==> config.mk <==
export PLATFORM = sky130hd
export DESIGN_NAME = mesi_coh_ctrl
export DESIGN_NICKNAME = d
export VERILOG_FILES = /design/src/rtl/mesi_coh_pkg.sv /design/src/rtl/mesi_prio_pick.sv /design/src/rtl/mesi_bus_ctrl.sv /design/src/rtl/mesi_line_fsm.sv /design/src/rtl/mesi_coh_ctrl.sv
export SDC_FILE = /design/constraint.sdc
export NUM_CORES = 1
export LEC_CHECK = 0
export ABC_AREA = 1
export BUFFER_PORTS_ARGS = -buffer_cell sky130_fd_sc_hd__clkbuf_2
export CAP_MARGIN = 20
export CORE_MARGIN = 2
export CORE_UTILIZATION = 52
export DETAILED_ROUTE_END_ITERATION = 10
export PLACE_DENSITY = 0.76
export SYNTH_ARGS = -nofsm -noshare
export SYNTH_HDL_FRONTEND = slang
export SYNTH_HIERARCHICAL = 1
export SYNTH_SLANG_ARGS = --single-unit
==> constraint.sdc <==
create_clock -name clk -period 1.98 [get_ports clk]
set_input_delay 0.396 -clock clk [delete_from_list [all_inputs] [get_ports clk]]
set_output_delay 0.396 -clock clk [all_outputs]
set_load 0.005 [all_outputs]
==> src/rtl/mesi_coh_pkg.sv <==
package mesi_coh_pkg;
    typedef enum logic [1:0] {
        LN_INV = 2'd0,
        LN_SHR = 2'd1,
        LN_EXC = 2'd2,
        LN_MOD = 2'd3
    } line_st_t;

    typedef enum logic [1:0] {
        BUS_IDLE = 2'd0,
        BUS_RD   = 2'd1,
        BUS_RDX  = 2'd2,
        BUS_UPG  = 2'd3
    } bus_op_t;
endpackage

==> src/rtl/mesi_prio_pick.sv <==
module mesi_prio_pick #(
    parameter int WIDTH = 3,
    localparam int IW = (WIDTH > 1) ? $clog2(WIDTH) : 1
) (
    input  logic [WIDTH-1:0] hold_mask,
    output logic             found,
    output logic [IW-1:0]    index
);
    // Lowest set bit wins: scan downward so the last hit is the lowest.
    always_comb begin
        found = 1'b0;
        index = '0;
        for (int k = WIDTH - 1; k >= 0; k--) begin
            if (hold_mask[k]) begin
                found = 1'b1;
                index = IW'(k);
            end
        end
    end
endmodule

==> src/rtl/mesi_bus_ctrl.sv <==
module mesi_bus_ctrl
    import mesi_coh_pkg::*;
#(
    parameter int N_CORES = 3,
    localparam int CORE_W = (N_CORES > 1) ? $clog2(N_CORES) : 1,
    localparam int SUP_W  = $clog2(N_CORES + 2)
) (
    input  logic                 clk,
    input  logic                 rst_n,
    input  logic                 req_valid,
    input  logic [CORE_W-1:0]    req_core,
    input  logic                 req_write,
    input  logic [2*N_CORES-1:0] cur_flat,
    output logic                 req_ok,
    output bus_op_t              op_now,
    output logic                 peer_hold,
    output bus_op_t              bus_cmd_q,
    output logic [SUP_W-1:0]     supplier_q,
    output logic                 wb_q
);
    line_st_t            req_st;
    logic [N_CORES-1:0]  hold_mask;
    logic                peer_mod;
    logic                pick_found;
    logic [CORE_W-1:0]   pick_idx;
    logic [SUP_W-1:0]    supplier_d;
    logic                wb_d;

    assign req_ok = req_valid && (int'(req_core) < N_CORES);

    always_comb begin
        req_st   = LN_INV;
        peer_mod = 1'b0;
        for (int k = 0; k < N_CORES; k++) begin
            if (int'(req_core) == k) begin
                req_st       = line_st_t'(cur_flat[2*k +: 2]);
                hold_mask[k] = 1'b0;
            end else begin
                hold_mask[k] = (cur_flat[2*k +: 2] != LN_INV);
                if (cur_flat[2*k +: 2] == LN_MOD) peer_mod = 1'b1;
            end
        end
    end

    assign peer_hold = |hold_mask;

    mesi_prio_pick #(.WIDTH(N_CORES)) i_pick (
        .hold_mask (hold_mask),
        .found     (pick_found),
        .index     (pick_idx)
    );

    // Transaction selection from the requester's current state.
    always_comb begin
        op_now = BUS_IDLE;
        if (req_ok) begin
            unique case (req_st)
                LN_INV: op_now = req_write ? BUS_RDX : BUS_RD;
                LN_SHR: op_now = req_write ? BUS_UPG : BUS_IDLE;
                LN_EXC: op_now = BUS_IDLE;
                LN_MOD: op_now = BUS_IDLE;
            endcase
        end
    end

    always_comb begin
        supplier_d = '0;
        if (op_now == BUS_RD || op_now == BUS_RDX) begin
            supplier_d = pick_found ? SUP_W'(int'(pick_idx) + 2) : SUP_W'(1);
        end
        wb_d = (op_now == BUS_RD) && peer_mod;
    end

    always_ff @(posedge clk or negedge rst_n) begin
        if (!rst_n) begin
            bus_cmd_q  <= BUS_IDLE;
            supplier_q <= '0;
            wb_q       <= 1'b0;
        end else begin
            bus_cmd_q  <= op_now;
            supplier_q <= supplier_d;
            wb_q       <= wb_d;
        end
    end

    assert_idle_no_src_R9: assert property (@(posedge clk) disable iff (!rst_n)
        bus_cmd_q == BUS_IDLE |-> (supplier_q == '0 && !wb_q));
    assert_upg_no_src_R6: assert property (@(posedge clk) disable iff (!rst_n)
        bus_cmd_q == BUS_UPG |-> supplier_q == '0);
    assert_wb_on_read_R4: assert property (@(posedge clk) disable iff (!rst_n)
        wb_q |-> bus_cmd_q == BUS_RD);
    assert_reject_idle_R9: assert property (@(posedge clk) disable iff (!rst_n)
        !req_ok |=> bus_cmd_q == BUS_IDLE);
endmodule

==> src/rtl/mesi_line_fsm.sv <==
module mesi_line_fsm
    import mesi_coh_pkg::*;
(
    input  logic     clk,
    input  logic     rst_n,
    input  logic     req_ok,
    input  logic     i_am_req,
    input  logic     req_write,
    input  bus_op_t  op_now,
    input  logic     peer_hold,
    output line_st_t st_q
);
    line_st_t st_d;

    always_ff @(posedge clk or negedge rst_n) begin
        if (!rst_n) st_q <= LN_INV;
        else        st_q <= st_d;
    end

    always_comb begin
        st_d = st_q;
        if (req_ok && i_am_req) begin
            unique case (st_q)
                LN_INV: st_d = req_write ? LN_MOD : (peer_hold ? LN_SHR : LN_EXC);
                LN_SHR: st_d = req_write ? LN_MOD : LN_SHR;
                LN_EXC: st_d = req_write ? LN_MOD : LN_EXC;
                LN_MOD: st_d = LN_MOD;
            endcase
        end else if (req_ok) begin
            unique case (op_now)
                BUS_IDLE: st_d = st_q;
                BUS_RD:   st_d = (st_q == LN_INV) ? LN_INV : LN_SHR;
                BUS_RDX:  st_d = LN_INV;
                BUS_UPG:  st_d = LN_INV;
            endcase
        end
    end

    assert_writer_mod_R5: assert property (@(posedge clk) disable iff (!rst_n)
        (req_ok && i_am_req && req_write) |=> st_q == LN_MOD);
    assert_snoop_inval_R6: assert property (@(posedge clk) disable iff (!rst_n)
        (req_ok && !i_am_req && (op_now == BUS_UPG || op_now == BUS_RDX)) |=> st_q == LN_INV);
    assert_hit_stable_R8: assert property (@(posedge clk) disable iff (!rst_n)
        (req_ok && i_am_req && !req_write && st_q != LN_INV) |=> $stable(st_q));
endmodule

==> src/rtl/mesi_coh_ctrl.sv <==
module mesi_coh_ctrl
    import mesi_coh_pkg::*;
#(
    parameter int N_CORES = 3,
    localparam int CORE_W = (N_CORES > 1) ? $clog2(N_CORES) : 1,
    localparam int SUP_W  = $clog2(N_CORES + 2)
) (
    input  logic                 clk,
    input  logic                 rst_n,
    input  logic                 req_valid,
    input  logic [CORE_W-1:0]    req_core,
    input  logic                 req_write,
    output logic [2*N_CORES-1:0] line_state,
    output logic [1:0]           bus_cmd,
    output logic [SUP_W-1:0]     supplier,
    output logic                 wb_flag
);
    logic    req_ok;
    logic    peer_hold;
    bus_op_t op_now;
    bus_op_t bus_cmd_q;

    mesi_bus_ctrl #(.N_CORES(N_CORES)) i_bus (
        .clk        (clk),
        .rst_n      (rst_n),
        .req_valid  (req_valid),
        .req_core   (req_core),
        .req_write  (req_write),
        .cur_flat   (line_state),
        .req_ok     (req_ok),
        .op_now     (op_now),
        .peer_hold  (peer_hold),
        .bus_cmd_q  (bus_cmd_q),
        .supplier_q (supplier),
        .wb_q       (wb_flag)
    );

    assign bus_cmd = bus_cmd_q;

    for (genvar k = 0; k < N_CORES; k++) begin : g_core
        line_st_t st;
        mesi_line_fsm i_fsm (
            .clk       (clk),
            .rst_n     (rst_n),
            .req_ok    (req_ok),
            .i_am_req  (int'(req_core) == k),
            .req_write (req_write),
            .op_now    (op_now),
            .peer_hold (peer_hold),
            .st_q      (st)
        );
        assign line_state[2*k +: 2] = st;
    end

    // Single-writer invariant over the registered states.
    int m_cnt;
    int v_cnt;
    always_comb begin
        m_cnt = 0;
        v_cnt = 0;
        for (int k = 0; k < N_CORES; k++) begin
            if (line_state[2*k +: 2] == LN_MOD) m_cnt++;
            if (line_state[2*k +: 2] != LN_INV) v_cnt++;
        end
    end

    assert_single_writer_R10: assert property (@(posedge clk) disable iff (!rst_n)
        m_cnt <= 1);
    assert_mod_alone_R10: assert property (@(posedge clk) disable iff (!rst_n)
        m_cnt == 1 |-> v_cnt == 1);
endmodule

### After elaboration in Yosys (flattened, before gate mapping)

Cells that the tools add are included.
W data, S select, Z words.

| storage, ports and cells | value |
|---|---|
| register bits after elaboration | 12 |
| input bits | 6 |
| output and inout port bits | 12 |
| word-level logic and storage cells | 95 |

| cells by class | value |
|---|---|
| add/subtract/negate cells | 1 |
| magnitude comparators | 1 |
| equal/unequal tests | 20 |
| muxes and demuxes | 43 |
| reductions and logical operators | 24 |

Operator list:

| kind | count |
|---|---|
| $mux W2 | 18 |
| $eq A2 B2 Y1 const B | 12 |
| $pmux W2 S4 | 3 |
| $mux W1 | 16 |
| $logic_not A2 Y1 | 6 |
| $pmux W2 S2 | 3 |
| $reduce_bool A2 Y1 | 6 |
| $eq A2 B1 Y1 const B | 5 |
| $mux W3 | 2 |
| $ne A2 B1 Y1 const B | 3 |
| $pmux W2 S3 | 1 |
| $reduce_and A2 Y1 | 3 |
| $logic_and A1 B1 Y1 | 5 |
| $reduce_or A2 Y1 | 2 |
| $add A2 B2 Y3 const B | 1 |
| $reduce_or A3 Y1 | 1 |
| $lt A2 B2 Y1 const B | 1 |
| $logic_or A1 B1 Y1 | 1 |

### Longest topological paths before layout

| logic depth | value |
|---|---|
| depth in word-level cells | 13 |
| depth in mapped cells | 14 |

### Modules after synthesis

Netlist, hierarchy kept.

By module, submodules not included:

| module | times used | cells an instance | area an instance (sq um) | seq. area each (sq um) |
|---|---|---|---|---|
| mesi_line_fsm | 3 | 25 | 146.4 | 50.0 |
| mesi_bus_ctrl | 1 | 53 | 371.6 | 150.1 |
| mesi_prio_pick | 1 | 7 | 31.3 | 0.0 |
| mesi_coh_ctrl | 1 | 5 | 18.8 | 0.0 |

### Least setup slack after synthesis

OpenSTA, ideal clock, no wires.

| timing path | value |
|---|---|
| path kind | input -> register |
| start point | input port req_core[1] |
| end point | register i_bus.supplier_q[1] |
| setup time | 86 ps |
| arrival time | 1683 ps |
| path slack | 211 ps |
| stages | 8 |
| path buffers | 1 |
| cells stage by stage | buf_6 > a21boi_2 > nand2_1 > nor2_2 > nand2_1 > nor2_1 > ha_1 > nor3_1 |

| between the ends | value |
|---|---|
| elaborated cells on any way between the ends | 30 |
| those cells by class | 1 x add/sub; 1 x order compare; 7 x eq/ne; 16 x mux; 5 x reduce/logical |

RTL lines:

| item | RTL line | source |
|---|---|---|
| from (decl) | mesi_coh_ctrl.sv:11 | `input logic [CORE_W-1:0] req_core,` |
| $lt A2 B2 Y1 * | mesi_bus_ctrl.sv:29 | `assign req_ok = req_valid && (int'(req_core) < N_CORES);` |
| $logic_and A1 B1 Y1 * | mesi_bus_ctrl.sv:29 |  |
| named net req_ok | mesi_coh_ctrl.sv:18 | `logic req_ok;` |
| $mux W2 * | mesi_bus_ctrl.sv:56 | `if (req_ok) begin` |
| named net op_now[0] | mesi_coh_ctrl.sv:20 | `bus_op_t op_now;` |
| $eq A2 B1 Y1 / $eq A2 B2 Y1 (equally long branches) | mesi_bus_ctrl.sv:68 | `if (op_now == BUS_RD \|\| op_now == BUS_RDX) begin` |
| $logic_or A1 B1 Y1 * | mesi_bus_ctrl.sv:68 |  |
| $mux W3 * | mesi_bus_ctrl.sv:68 |  |
| named net i_bus.supplier_d[1] | mesi_bus_ctrl.sv:26 | `logic [SUP_W-1:0] supplier_d;` |
| to (signal assigned) | mesi_bus_ctrl.sv:81 | `supplier_q <= supplier_d;` |
| to (decl) | mesi_bus_ctrl.sv:18 | `output logic [SUP_W-1:0] supplier_q,` |

The timed path passes the listed nets; every way through them passes the cells marked *.
A chain may end at the register's enable or synchronous reset.

### Worst setup path in the final report

| timing path | value |
|---|---|
| start point | register g_core[2].i_fsm.st_q[0] |
| end point | register g_core[1].i_fsm.st_q[0] |

| between the ends | value |
|---|---|
| elaborated cells on any way between the ends | 24 |
| those cells by class | 7 x eq/ne; 10 x mux; 7 x reduce/logical |

RTL lines:

| item | RTL line | source |
|---|---|---|
| from (decl) | mesi_line_fsm.sv:11 | `output line_st_t st_q` |
| from (signal assigned) | mesi_line_fsm.sv:17 | `else st_q <= st_d;` |
| $reduce_bool A2 Y1 | mesi_bus_ctrl.sv:39 | `hold_mask[k] = (cur_flat[2*k +: 2] != LN_INV);` |
| $mux W1 | mesi_bus_ctrl.sv:35 | `if (int'(req_core) == k) begin` |
| $reduce_or A3 Y1 | mesi_bus_ctrl.sv:45 | `assign peer_hold = \|hold_mask;` |
| named net peer_hold | mesi_coh_ctrl.sv:19 | `logic peer_hold;` |
| $mux W2 (2 in series) | mesi_line_fsm.sv:24 | `LN_INV: st_d = req_write ? LN_MOD : (peer_hold ? LN_SHR : LN_EXC);` |
| $pmux W2 S4 | mesi_line_fsm.sv:23 | `unique case (st_q)` |
| $mux W2 | mesi_line_fsm.sv:22 | `if (req_ok && i_am_req) begin` |
| to (signal assigned) | mesi_line_fsm.sv:17 |  |
| to (decl) | mesi_line_fsm.sv:11 |  |

The timed path passes the listed nets, and every way through them passes these cells. The select of a mux whose other input is x is not followed.

==> impl_summary.md <==
Run status
The run finished with clean final reports.

Yosys
In this run the cell area of the synthesized design comes to 861 um^2. In the synthesized netlist the async set-or-reset flop fraction comes to 1.00. The register area share after synthesis is 0.349. The most frequently used flop master after synthesis is dfrtp_1. In the synthesized netlist, the number of instances is 140. In this run, synthesis produced a sequential element count of 12.

In this run the mean area of a mapped cell was 6.15 um^2. The most frequent cell after synthesis is nand2_1. The portion of synthesized cell area occupied by the leading cell type is 0.349. After synthesis, the most frequently instantiated cells are nand2_1, inv_1, nor2_1.

By area the synthesized netlist is led by dfrtp_1, nand2_1, inv_1. The cell taking the most area after synthesis is dfrtp_1. The warning count from the yosys run is 6.

The post-synth net total is 147. The count of distinct cell types in the synthesized netlist is 16. The synthesized design contains 0 enable-type register cells.

Setup path
Walking the worst path, the cells encountered are o21ai_0 > nand3_1 > nand2_1 > nand2_1 > nand2_1 > nand2_1 > nand2_1 > nand2_1. The minimum setup slack among reg-to-reg paths is 0.44 ns. The type of the worst setup path is register to register. Data on the critical path is required at its endpoint by 2.15 ns. The category of cells accounting for the largest share of critical-path delay is simple AND/OR/NAND/NOR gates. The worst stage delay on the critical path is 0.46 ns. The most common cell type on the critical path is nand2_1. The type of element launching the critical path is a register. The data arrival at the endpoint of the critical path is 1.70 ns.

The launch instance of the worst register-to-register path is g_core[2].i_fsm/st_q[0]. Among all stages on the critical path, the largest delay is contributed by dfrtp_1. The cell count of the worst reg-to-reg path is 8. In this run the worst path has a maximum fanout of 8. The launching element of the worst setup path is g_core[2].i_fsm/st_q[0]. Counting buffers and inverters, the worst setup path is 8 cells deep. The most critical setup path has its endpoint at g_core[1].i_fsm/st_q[0]. Together, buffers and inverters on the worst path number 0. The terminus of the critical flop-to-flop path is g_core[1].i_fsm/st_q[0].

The endpoint kind of the worst setup timing path is a register.

Timing
At the pin with the least slew margin, the transition time is 0.288 ns. The shortest clock period the worst path allows after layout is 1.54 ns. The final max-slew violation count came to 0. For this run, the top clock speed supported by timing is 651 MHz.

The maximum clock skew at final layout is 0.00747 ns. Measured against its own limit, the worst slew margin works out to 0.806. Setup repair after global routing left no endpoint under its margin. The count of endpoints failing hold in the final timing report is 0. Of the available clock period, the critical path in the final layout requires 0.776. The total setup violations reported at the end of the flow is 0. Adding up every negative setup slack in the final design gives 0 ns.

Placed design
The routability congestion estimate from global placement is 0.870. The HPWL reported at the end of detailed placement is 1.37 mm. The port buffer count is 17.

Clock tree
The number of setup buffers added after CTS is 0. No sink is reached through more buffers than the 2 on the longest clock path. TritonCTS built the clock tree. The number of hold buffers added after cts is 1. Clock tree synthesis found a total of 12 sinks. CTS built an H-tree with a depth of 1. At the later pin of the worst-skew pair, clock insertion delay measures 0.28 ns. The root buffer cell chosen for the clock tree is clkbuf_4. The number of buffers added by the clock tree synthesis step is 3. Clock-pin slew was measured on the worst setup and hold paths at 0.08 ns. After clock tree synthesis, the repair step resized 0 gates.

GRT
The met3 track utilization from global routing is 0.0735. After global routing the overflow that remains totals 0. Entering global routing, the biggest net connects 13 pins. For this run, global-route usage on met1 was measured as 0.258. The total track usage is 0.218.

In the global route stage, met2 resource usage came out at 0.371. The number of antenna violations at the first check in global routing came to 0. met2 is the most crowded layer. The number of global-route vias before repair is 776. The first global-routing pass estimated 3.13 mm of wire.

Detailed routing
The detailed-route wire length per cell is 9.80 um. The ratio of routed vias to standard cells is 4.89. After detailed routing, the total wire length is 1.76 mm.

The detail route stage leaves a number of antenna-violating nets equal to 0. The pre-antenna-repair detailed-routing pass consisted of 4 iterations. In the routed design, unresolved DRC markers number 0.

The detailed router finished its first iteration with 12 violations. The routed layout has 875 vias.

Floorplanning
The initial core utilization is 0.565. The floorplan step defined a die boundary enclosing 2000 um^2. After floorplanning, the core was sized to cover 1520 um^2. The horizontal die dimension is 44.7 um. The die is 44.7 um tall. The top-level I/O count is 18. The number of placement rows is 14.

Cells and area
In the final layout, the share of cells above drive strength 1 is 0.239. The post-layout net count is 171. The area growth from synthesis to layout is 18.0%. For this run, the share of the core covered by cells in the final layout is 0.667. The repair_antennas step left the layout with diodes totalling 0.

Min path
The class of the worst hold path is primary input to asynchronous set/reset pin.

Pwr
Dividing total power by cell area gives a power density of 1090 nW/um^2. The worst IR drop on VDD is 0.580 mV. Summed over all cells, the static leakage comes to 0.642 nW.

Flow run
The number of max-cap violations is 0.
-- registers in the layout, summed over array words and instances (netlist names) --
signal / cells
g_core.i_fsm/st_q: 6
i_bus/bus_cmd_q: 2
i_bus/supplier_q: 3
i_bus/wb_q: 1
-- how the worst min path moves through the flow --
stage          start                       to  slack, ns  cells past startpoint
4_1_cts        rst_n  g_core[2].i_fsm/st_q[1]       0.53                      2
3_3_place_gp   rst_n  g_core[1].i_fsm/st_q[0]       0.29                      1
3_5_place_dp   rst_n  g_core[1].i_fsm/st_q[0]       0.30                      1
5_1_grt        rst_n  g_core[2].i_fsm/st_q[1]       0.56                      2
2_1_floorplan  rst_n  g_core[0].i_fsm/st_q[0]       0.10                      0
6_report       rst_n       i_bus/bus_cmd_q[0]       0.52                      2
-- report_power, final --
part	switching (mW)	total [mW]	internal, mW	leakage (nW)
logic	0.288	0.496	0.207	0.466
registers	0.100	0.416	0.316	0.155
clock network	0.0817	0.194	0.112	0.0210
-- placed cells by master (no fill, tap or decap), drive strengths merged --
| master | count |
|---|---|
| o21ai | 8 |
| nor2 | 23 |
| inv | 29 |
| dfrtp | 12 |
| buf | 2 |
| dlygate4sd3 | 1 |
| a21boi | 1 |
| o22ai | 1 |
| o211ai | 1 |
| clkbuf | 21 |
| nand3 | 10 |
| nor3 | 1 |
| nand2 | 52 |
| ha | 1 |
-- metrics by stage --
stage / power, mW / cells / cell area [um^2] / hold WS, ns / setup slack [ns]
after floorplan: 0.750 / 140 / 861 / 0.100 / 0.211
after global placement: 0.906 / 174 / 970 / 0.289 / 0.311
after detailed placement: 0.919 / 174 / 970 / 0.295 / 0.257
after CTS: 1.12 / 179 / 1020 / 0.530 / 0.444
after global routing: 1.22 / 179 / 1020 / 0.560 / 0.183
final: 1.11 / 179 / 1020 / 0.520 / 0.444
-- kinds of logic (layout without fill, tap and decap cells) --
kind of cell | after synthesis | count (layout) | synth area share
flops | 12 | 12 | 0.349
compound gates | 11 | 11 | 0.0887
buf+inv | 30 | 53 | 0.140
fa+ha+maj | 1 | 1 | 0.0145
simple gates | 86 | 86 | 0.408
-- layer usage --
metal | wire [um] | vias up
li1 | - | 466
met1 | 741 | 383
met2 | 885 | 24
met3 | 107 | 2
met4 | 21 | 0
met5 | 0 | -
-- area by class of cell --
cell class	instances	area [um^2]
Tap cell	16	20.0
Inverter	29	109
Fill cell	156	508
Sequential cell	12	300
Clock buffer	4	36.3
Multi-Input combinational cell	98	440
Timing Repair Buffer	20	110
Note: power is estimated with default switching activity, not from simulation.
